--- config.mk ---
export PLATFORM = sky130hd
export DESIGN_NAME = sram_wr_timing_mon
export DESIGN_NICKNAME = d
export VERILOG_FILES = /design/src/rtl/smon_pkg.sv /design/src/rtl/smon_sampler.sv /design/src/rtl/smon_run_cnt.sv /design/src/rtl/smon_window.sv /design/src/rtl/sram_wr_timing_mon.sv
export SDC_FILE = /design/constraint.sdc
export NUM_CORES = 1
export LEC_CHECK = 0
export BUFFER_PORTS_ARGS = -buffer_cell sky130_fd_sc_hd__buf_4
export CAP_MARGIN = 20
export CORE_UTILIZATION = 40
export CTS_CLUSTER_SIZE = 24
export DETAILED_ROUTE_END_ITERATION = 10
export GPL_ROUTABILITY_DRIVEN = 0
export MAX_ROUTING_LAYER = met4
export PLACE_DENSITY = 0.57
export SLEW_MARGIN = 20
export SYNTH_ARGS = -nofsm -noshare
export SYNTH_HDL_FRONTEND = slang
export SYNTH_SLANG_ARGS = --single-unit
--- constraint.sdc ---
create_clock -name clk_i -period 4.8 [get_ports clk_i]
set_clock_uncertainty 0.05 [all_clocks]
set_input_delay 0.96 -clock clk_i [delete_from_list [all_inputs] [get_ports clk_i]]
set_output_delay 0.96 -clock clk_i [all_outputs]
set_load 0.02 [all_outputs]
--- src/rtl/smon_pkg.sv ---
package smon_pkg;

  typedef enum logic [2:0] {
    OP_STANDBY = 3'd0,
    OP_OUT_OFF = 3'd1,
    OP_RD_BOTH = 3'd2,
    OP_RD_LO   = 3'd3,
    OP_RD_HI   = 3'd4,
    OP_WR_BOTH = 3'd5,
    OP_WR_LO   = 3'd6,
    OP_WR_HI   = 3'd7
  } op_e;

  typedef struct packed {
    logic sa_n;
    logic sb;
    logic wr_n;
    logic oe_n;
    logic lo_n;
    logic hi_n;
  } ctl_t;

  localparam ctl_t CTL_IDLE = '{sa_n: 1'b1, sb: 1'b0, wr_n: 1'b1,
                                oe_n: 1'b1, lo_n: 1'b1, hi_n: 1'b1};

  localparam int NCHK    = 4;
  localparam int CHK_WP  = 0;
  localparam int CHK_SEL = 1;
  localparam int CHK_ADR = 2;
  localparam int CHK_DAT = 3;

  function automatic logic sel_on(ctl_t c);
    return !c.sa_n && c.sb;
  endfunction

  function automatic logic wr_on(ctl_t c);
    return sel_on(c) && !c.wr_n && (!c.lo_n || !c.hi_n);
  endfunction

  function automatic op_e classify(ctl_t c);
    op_e r;
    if (!sel_on(c) || (c.lo_n && c.hi_n)) begin
      r = OP_STANDBY;
    end else if (!c.wr_n) begin
      if (!c.lo_n && !c.hi_n) r = OP_WR_BOTH;
      else if (!c.lo_n)       r = OP_WR_LO;
      else                    r = OP_WR_HI;
    end else if (c.oe_n) begin
      r = OP_OUT_OFF;
    end else begin
      if (!c.lo_n && !c.hi_n) r = OP_RD_BOTH;
      else if (!c.lo_n)       r = OP_RD_LO;
      else                    r = OP_RD_HI;
    end
    return r;
  endfunction

endpackage

--- src/rtl/smon_sampler.sv ---
module smon_sampler
  import smon_pkg::*;
#(
  parameter int ADDR_W = 18,
  parameter int DATA_W = 16
) (
  input  logic              clk_i,
  input  logic              rst_ni,
  input  ctl_t              ctl_i,
  input  logic [ADDR_W-1:0] addr_i,
  input  logic [DATA_W-1:0] data_i,
  output ctl_t              ctl1_o,
  output logic [ADDR_W-1:0] addr1_o,
  output logic [DATA_W-1:0] data1_o,
  output ctl_t              ctl2_o,
  output logic [ADDR_W-1:0] addr2_o,
  output logic [DATA_W-1:0] data2_o,
  output logic              v1_o,
  output logic              v2_o
);

  // stage 1 captures the pins, stage 2 keeps the prior sample for edges
  always_ff @(posedge clk_i or negedge rst_ni) begin
    if (!rst_ni) begin
      ctl1_o  <= CTL_IDLE;
      ctl2_o  <= CTL_IDLE;
      addr1_o <= '0;
      addr2_o <= '0;
      data1_o <= '0;
      data2_o <= '0;
      v1_o    <= 1'b0;
      v2_o    <= 1'b0;
    end else begin
      ctl1_o  <= ctl_i;
      addr1_o <= addr_i;
      data1_o <= data_i;
      ctl2_o  <= ctl1_o;
      addr2_o <= addr1_o;
      data2_o <= data1_o;
      v1_o    <= 1'b1;
      v2_o    <= v1_o;
    end
  end


  valid_order_chk: assert property (@(posedge clk_i) disable iff (!rst_ni)
    v2_o |-> v1_o);

endmodule

--- src/rtl/smon_run_cnt.sv ---
module smon_run_cnt #(
  parameter int W = 5
) (
  input  logic         clk_i,
  input  logic         rst_ni,
  input  logic         zero_i,
  input  logic         restart_i,
  output logic [W-1:0] cnt_o
);

  localparam logic [W-1:0] CMAX = '1;

  logic [W-1:0] cnt_d;

  always_comb begin
    if (zero_i)              cnt_d = '0;
    else if (restart_i)      cnt_d = W'(1);
    else if (cnt_o == CMAX)  cnt_d = CMAX;
    else                     cnt_d = cnt_o + W'(1);
  end

  always_ff @(posedge clk_i or negedge rst_ni) begin
    if (!rst_ni) cnt_o <= '0;
    else         cnt_o <= cnt_d;
  end

endmodule

--- src/rtl/smon_window.sv ---
module smon_window
  import smon_pkg::*;
#(
  parameter int CW = 5
) (
  input  logic          clk_i,
  input  logic          rst_ni,
  input  ctl_t          ctl1_i,
  input  ctl_t          ctl2_i,
  input  logic          v1_i,
  output logic          wact_o,
  output logic          end_o,
  output logic [CW-1:0] pw_cnt_o,
  output logic [CW-1:0] sel_cnt_o
);

  logic wact1, wact2, start, fin;
  logic armed_q, ok_q;

  assign wact1  = wr_on(ctl1_i);
  assign wact2  = wr_on(ctl2_i);
  assign start  = wact1 && !wact2;
  assign fin    = wact2 && !wact1;
  assign wact_o = wact1;
  assign end_o  = fin && ok_q;

  smon_run_cnt #(.W(CW)) u_pw (
    .clk_i    (clk_i),
    .rst_ni   (rst_ni),
    .zero_i   (!wact1),
    .restart_i(1'b0),
    .cnt_o    (pw_cnt_o)
  );

  smon_run_cnt #(.W(CW)) u_sel (
    .clk_i    (clk_i),
    .rst_ni   (rst_ni),
    .zero_i   (!sel_on(ctl1_i)),
    .restart_i(1'b0),
    .cnt_o    (sel_cnt_o)
  );

  // arm on the first inactive sample after reset; a window counts only if opened while armed
  always_ff @(posedge clk_i or negedge rst_ni) begin
    if (!rst_ni) begin
      armed_q <= 1'b0;
      ok_q    <= 1'b0;
    end else begin
      armed_q <= armed_q | (v1_i & ~wact1);
      if (start)    ok_q <= armed_q;
      else if (fin) ok_q <= 1'b0;
    end
  end


  pw_nonzero_chk: assert property (@(posedge clk_i) disable iff (!rst_ni)
    wact2 |-> (pw_cnt_o != '0));


  end_armed_chk: assert property (@(posedge clk_i) disable iff (!rst_ni)
    end_o |-> armed_q);

endmodule

--- src/rtl/sram_wr_timing_mon.sv ---
module sram_wr_timing_mon
  import smon_pkg::*;
#(
  parameter int ADDR_W        = 18,
  parameter int DATA_W        = 16,
  parameter int MIN_WP_TICKS  = 5,
  parameter int MIN_SEL_TICKS = 6,
  parameter int MIN_ADR_TICKS = 6,
  parameter int MIN_DAT_TICKS = 3
) (
  input  logic              clk_i,
  input  logic              rst_ni,
  input  logic              clr_i,
  input  logic              sel_a_n_i,
  input  logic              sel_b_i,
  input  logic              wr_n_i,
  input  logic              oe_n_i,
  input  logic              lo_n_i,
  input  logic              hi_n_i,
  input  logic [ADDR_W-1:0] addr_i,
  input  logic [DATA_W-1:0] data_i,
  output logic [2:0]        op_o,
  output logic              wr_active_o,
  output logic [3:0]        err_o,
  output logic [3:0]        sticky_o
);

  function automatic int max2(int a, int b);
    return (a > b) ? a : b;
  endfunction

  localparam int MAX_LIM = max2(max2(MIN_WP_TICKS, MIN_SEL_TICKS),
                                max2(MIN_ADR_TICKS, MIN_DAT_TICKS));
  localparam int CW = $clog2(MAX_LIM + 1) + 2;
  localparam logic [CW-1:0] LIM_WP  = CW'(MIN_WP_TICKS);
  localparam logic [CW-1:0] LIM_SEL = CW'(MIN_SEL_TICKS);
  localparam logic [CW-1:0] LIM_ADR = CW'(MIN_ADR_TICKS);
  localparam logic [CW-1:0] LIM_DAT = CW'(MIN_DAT_TICKS);

  ctl_t ctl_in, ctl1, ctl2;
  logic [ADDR_W-1:0] addr1, addr2;
  logic [DATA_W-1:0] data1, data2;
  logic v1, v2;
  logic win_end;
  logic [CW-1:0] pw_cnt, sel_cnt, adr_cnt, dat_cnt;
  logic [NCHK-1:0] bad, err_d, err_q, stk_q;

  always_comb begin
    ctl_in.sa_n = sel_a_n_i;
    ctl_in.sb   = sel_b_i;
    ctl_in.wr_n = wr_n_i;
    ctl_in.oe_n = oe_n_i;
    ctl_in.lo_n = lo_n_i;
    ctl_in.hi_n = hi_n_i;
  end

  smon_sampler #(.ADDR_W(ADDR_W), .DATA_W(DATA_W)) u_smp (
    .clk_i  (clk_i),
    .rst_ni (rst_ni),
    .ctl_i  (ctl_in),
    .addr_i (addr_i),
    .data_i (data_i),
    .ctl1_o (ctl1),
    .addr1_o(addr1),
    .data1_o(data1),
    .ctl2_o (ctl2),
    .addr2_o(addr2),
    .data2_o(data2),
    .v1_o   (v1),
    .v2_o   (v2)
  );

  smon_window #(.CW(CW)) u_win (
    .clk_i    (clk_i),
    .rst_ni   (rst_ni),
    .ctl1_i   (ctl1),
    .ctl2_i   (ctl2),
    .v1_i     (v1),
    .wact_o   (wr_active_o),
    .end_o    (win_end),
    .pw_cnt_o (pw_cnt),
    .sel_cnt_o(sel_cnt)
  );

  smon_run_cnt #(.W(CW)) u_adr (
    .clk_i    (clk_i),
    .rst_ni   (rst_ni),
    .zero_i   (1'b0),
    .restart_i(!v2 || (addr1 != addr2)),
    .cnt_o    (adr_cnt)
  );

  smon_run_cnt #(.W(CW)) u_dat (
    .clk_i    (clk_i),
    .rst_ni   (rst_ni),
    .zero_i   (1'b0),
    .restart_i(!v2 || (data1 != data2)),
    .cnt_o    (dat_cnt)
  );

  assign op_o = classify(ctl1);

  // counters hold the values of the last in-window sample when win_end fires
  always_comb begin
    bad          = '0;
    bad[CHK_WP]  = pw_cnt < LIM_WP;
    bad[CHK_SEL] = sel_cnt < LIM_SEL;
    bad[CHK_ADR] = (adr_cnt < LIM_ADR) || (adr_cnt < pw_cnt);
    bad[CHK_DAT] = dat_cnt < LIM_DAT;
    err_d        = win_end ? bad : '0;
  end

  for (genvar i = 0; i < NCHK; i++) begin : g_chk
    always_ff @(posedge clk_i or negedge rst_ni) begin
      if (!rst_ni) begin
        err_q[i] <= 1'b0;
        stk_q[i] <= 1'b0;
      end else begin
        err_q[i] <= err_d[i];
        stk_q[i] <= (stk_q[i] & ~clr_i) | err_d[i];
      end
    end
  end

  assign err_o    = err_q;
  assign sticky_o = stk_q;


  err_after_end_chk: assert property (@(posedge clk_i) disable iff (!rst_ni)
    (err_q != '0) |-> $past(win_end));


  sticky_follows_err_chk: assert property (@(posedge clk_i) disable iff (!rst_ni)
    (err_q & ~stk_q) == '0);


  clr_clears_chk: assert property (@(posedge clk_i) disable iff (!rst_ni)
    (clr_i && (err_d == '0)) |=> (stk_q == '0));


  write_op_chk: assert property (@(posedge clk_i) disable iff (!rst_ni)
    (op_o >= 3'd5) |-> wr_active_o);

endmodule

==> impl_metrics.ini <==
[sta]
hold-worst-slack_ns = 0.311
hold_viol = 0
tns_ns = 0
worst_pin_slew_ns = 0.714
setup_viol = 0
rsz0062_at_grt = false
period_minus_slack_ns = 2.76
drv_slew = 0
max_freq_mhz = 363
period_share_pct = 57.4
max_slew_margin_pct = 52.4

[grt]
grt_pass1_vias = 2102
antenna_found_initial = 0
grt_use_total_pct = 12.7
grtUsageMet1_pct = 16.7
grt_max_degree = 61
top_usage_layer = met2
grtUsageMet3_pct = 2.37
grt_pass1_wl_um = 9580
grt_overflow = 0
grt_use_met2_pct = 19.5

[critical_path]
critical_path_class = flip-flop to output pin
worst-r2r-cell-count = 6
cp.required_ns = 3.79
r2r_end = sticky_o[1]
reg2reg_setup_slack_ns = 2.60
start_kind = flip-flop
worst-path-max-fanout = 9
crit_arrival_ns = 1.75
end_kind = output pin
timing.rr.start = u_smp.ctl1_o[5]

[clock_tree]
clk_pin_slew_worst_paths_ns = 0.11
ctsHtreeMaxLevel = 3
clock_sinks = 111
clk_latency_ns = 0.35
max-clock-path-buffers = 2
cts_setup_buffers = 0
root_buffer = clkbuf_8
cts_resized = 0
cts_inserted_buffers = 9
tritoncts = done
ctsHoldBuffers = 0

[synth]
synth_top_family_by_area = XOR/XNOR gates
synth_top_area_share_pct = 66.4
synthArstFlopShare_pct = 100
synth_compound_area_share_pct = 6.38
yosys_warnings = 0
synth_cell_types = 29
syn-instance-count = 265
synth_common_cells = 102 x dfrtp_1, 24 x xor2_1, 17 x xnor2_1
synth-main-ff-cell = dfrtp_1
ys_top_cells_by_area = dfrtp_1 66%, dfstp_2 6.2%, xor2_1 5.5%
synth_xor_area_share_pct = 9.35
ys_seq_area_share_pct = 72.6
synth_top_cell_by_area = dfrtp_1
synth_most_common_cell = dfrtp_1
syn-num-nets = 318
synth.avg_cell_area_um2 = 14.5
synth_area_um2 = 3840
yosys.area_share.simple_pct = 6.58
synthMuxAreaShare_pct = 0.261
synth_seq_cells = 111
synth_edf_count = 0
synth_fa_ha_area_share_pct = 3.26

[die]
die_y_um = 100
ios = 55
die_area_um2 = 10000
rows = 35
initial_core_util_pct = 41.4
core_um2 = 9280
chipWidth_um = 100

[route]
drt_iter0_drc = 95
drc = 0
ant_nets = 0
firstDrtPassIters = 4
drt-total-wl_um = 5420
wl_per_cell_um = 11.7
dr_total_vias = 2135
detail_route.vias_per_cell = 4.60

[layout]
final_cells = 464
finish.net_count = 383
layout-drive-gt1-share_pct = 24.5
area_delta_synth_final_pct = 20.2
antenna_cells = 0

[placement]
dp_cells = 448
dp_hpwl_um = 3820
portBuffers = 54

[hold_path]
worstHoldStart = u_smp.ctl1_o[5]
hold_depth = 0
holdPathEnd = u_smp.ctl2_o[5]
hp-class = flip-flop to flip-flop

[power_and_ir_drop]
p_leak_nw = 2.13
ir_drop_mv = 0.193
finalPower_mw = 1.64
powerDensity_nw_per_um2 = 354

[status]
outcome = finished, final reports clean

[flow_run]
drv_cap = 0
## registers in the layout, indices dropped and copies added (netlist names)
register and cells:
u_win.ok_q 1, u_smp.addr1_o 18, u_smp.data1_o 16, u_smp.ctl1_o 6, u_win.u_pw.cnt_o 5, u_smp.addr2_o 18, u_adr.cnt_o 5, u_smp.data2_o 16
u_dat.cnt_o 5, sticky_o 4, u_smp.v1_o 1, u_win.armed_q 1, u_smp.v2_o 1, u_smp.ctl2_o 5, u_win.u_sel.cnt_o 5, err_o 4
## report_power, final
part	internal (mW)	leakage, nW	switching [mW]	total (mW)
clock network	0.247	0.101	0.306	0.553
logic	0.0453	0.696	0.0407	0.0860
registers	0.975	1.34	0.0216	0.997
total	1.27	2.13	0.368	1.64
## cells in the final DEF, fill, tap and decap left out, types with 3 or more instances in the layout
| master | n |
|---|---|
| dfrtp_1 | 102 |
| buf_4 | 56 |
| xor2_1 | 24 |
| xnor2_1 | 17 |
| nand2_1 | 13 |
| inv_1 | 13 |
| a21oi_1 | 11 |
| ha_1 | 10 |
| clkbuf_8 | 9 |
| dfstp_2 | 9 |
| nand3_1 | 8 |
| nand4_1 | 7 |
| a211oi_1 | 6 |
| a31oi_1 | 6 |
| nor3_1 | 5 |
| nor4_1 | 5 |
| nor2_1 | 5 |
| a21o_1 | 4 |
| o21ai_0 | 3 |
| inv_6 | 3 |
## stage by stage
stage          utilization (%)  worst slack [ns]  instance area (um^2)
2_1_floorplan                -              2.44                  3840
3_3_place_gp              47.6              2.41                  4420
3_5_place_dp              47.6              2.39                  4420
4_1_cts                   49.7              2.00                  4620
5_1_grt                   49.7              1.89                  4620
6_report                  49.7              2.04                  4620
## worst max-delay path, cell delays in order (launching register included)
cell,delay [ns]
dfstp_2,0.54
nand2b_1,0.28
a211o_1,0.31
inv_1,0.10
buf_4,0.17
## kinds of logic (layout without fill, tap and decap cells)
family                   Yosys count  in the layout
XOR/XNOR                          41             41
buffers and inverters             15             85
flip-flops                       111            111
multiplexers                       1              1
adder cells (fa/ha/maj)           10             10
AND/OR/NAND/NOR                   49             49
other                              1              1
AO/OA/AOI/OAI                     37             37
## per-layer routing
layer / up-vias / share of wire (%) / wire length, um
met5: - / 0 / 0
met4: 0 / 1.6 / 85
met3: 9 / 2.8 / 153
met2: 38 / 49 / 2680
met1: 1049 / 46 / 2500
li1: 1039 / - / -
## final cells by class
| type | count | area (um^2) |
|---|---|---|
| fillers | 867 | 4670 |
| flip-flops and latches | 111 | 2790 |
| repair buffers | 56 | 420 |
| clock buffers | 9 | 124 |
| multi-input cells | 139 | 996 |
| well taps | 129 | 161 |
| clock inverters | 7 | 77.6 |
| inverters | 13 | 48.8 |
## worst max-delay path by stage
stage	start	end	slack, ns	cells past startpoint
floorplan	u_smp.ctl1_o[5]	wr_active_o	2.44	5
global placement	u_smp.ctl1_o[5]	wr_active_o	2.41	4
detailed placement	u_smp.ctl1_o[5]	wr_active_o	2.39	4
CTS	u_smp.ctl1_o[5]	wr_active_o	2.00	4
global route	u_smp.ctl1_o[5]	wr_active_o	1.89	4
finish	u_smp.ctl1_o[5]	wr_active_o	2.04	4
No activity file was read; power rests on OpenSTA's default activity.
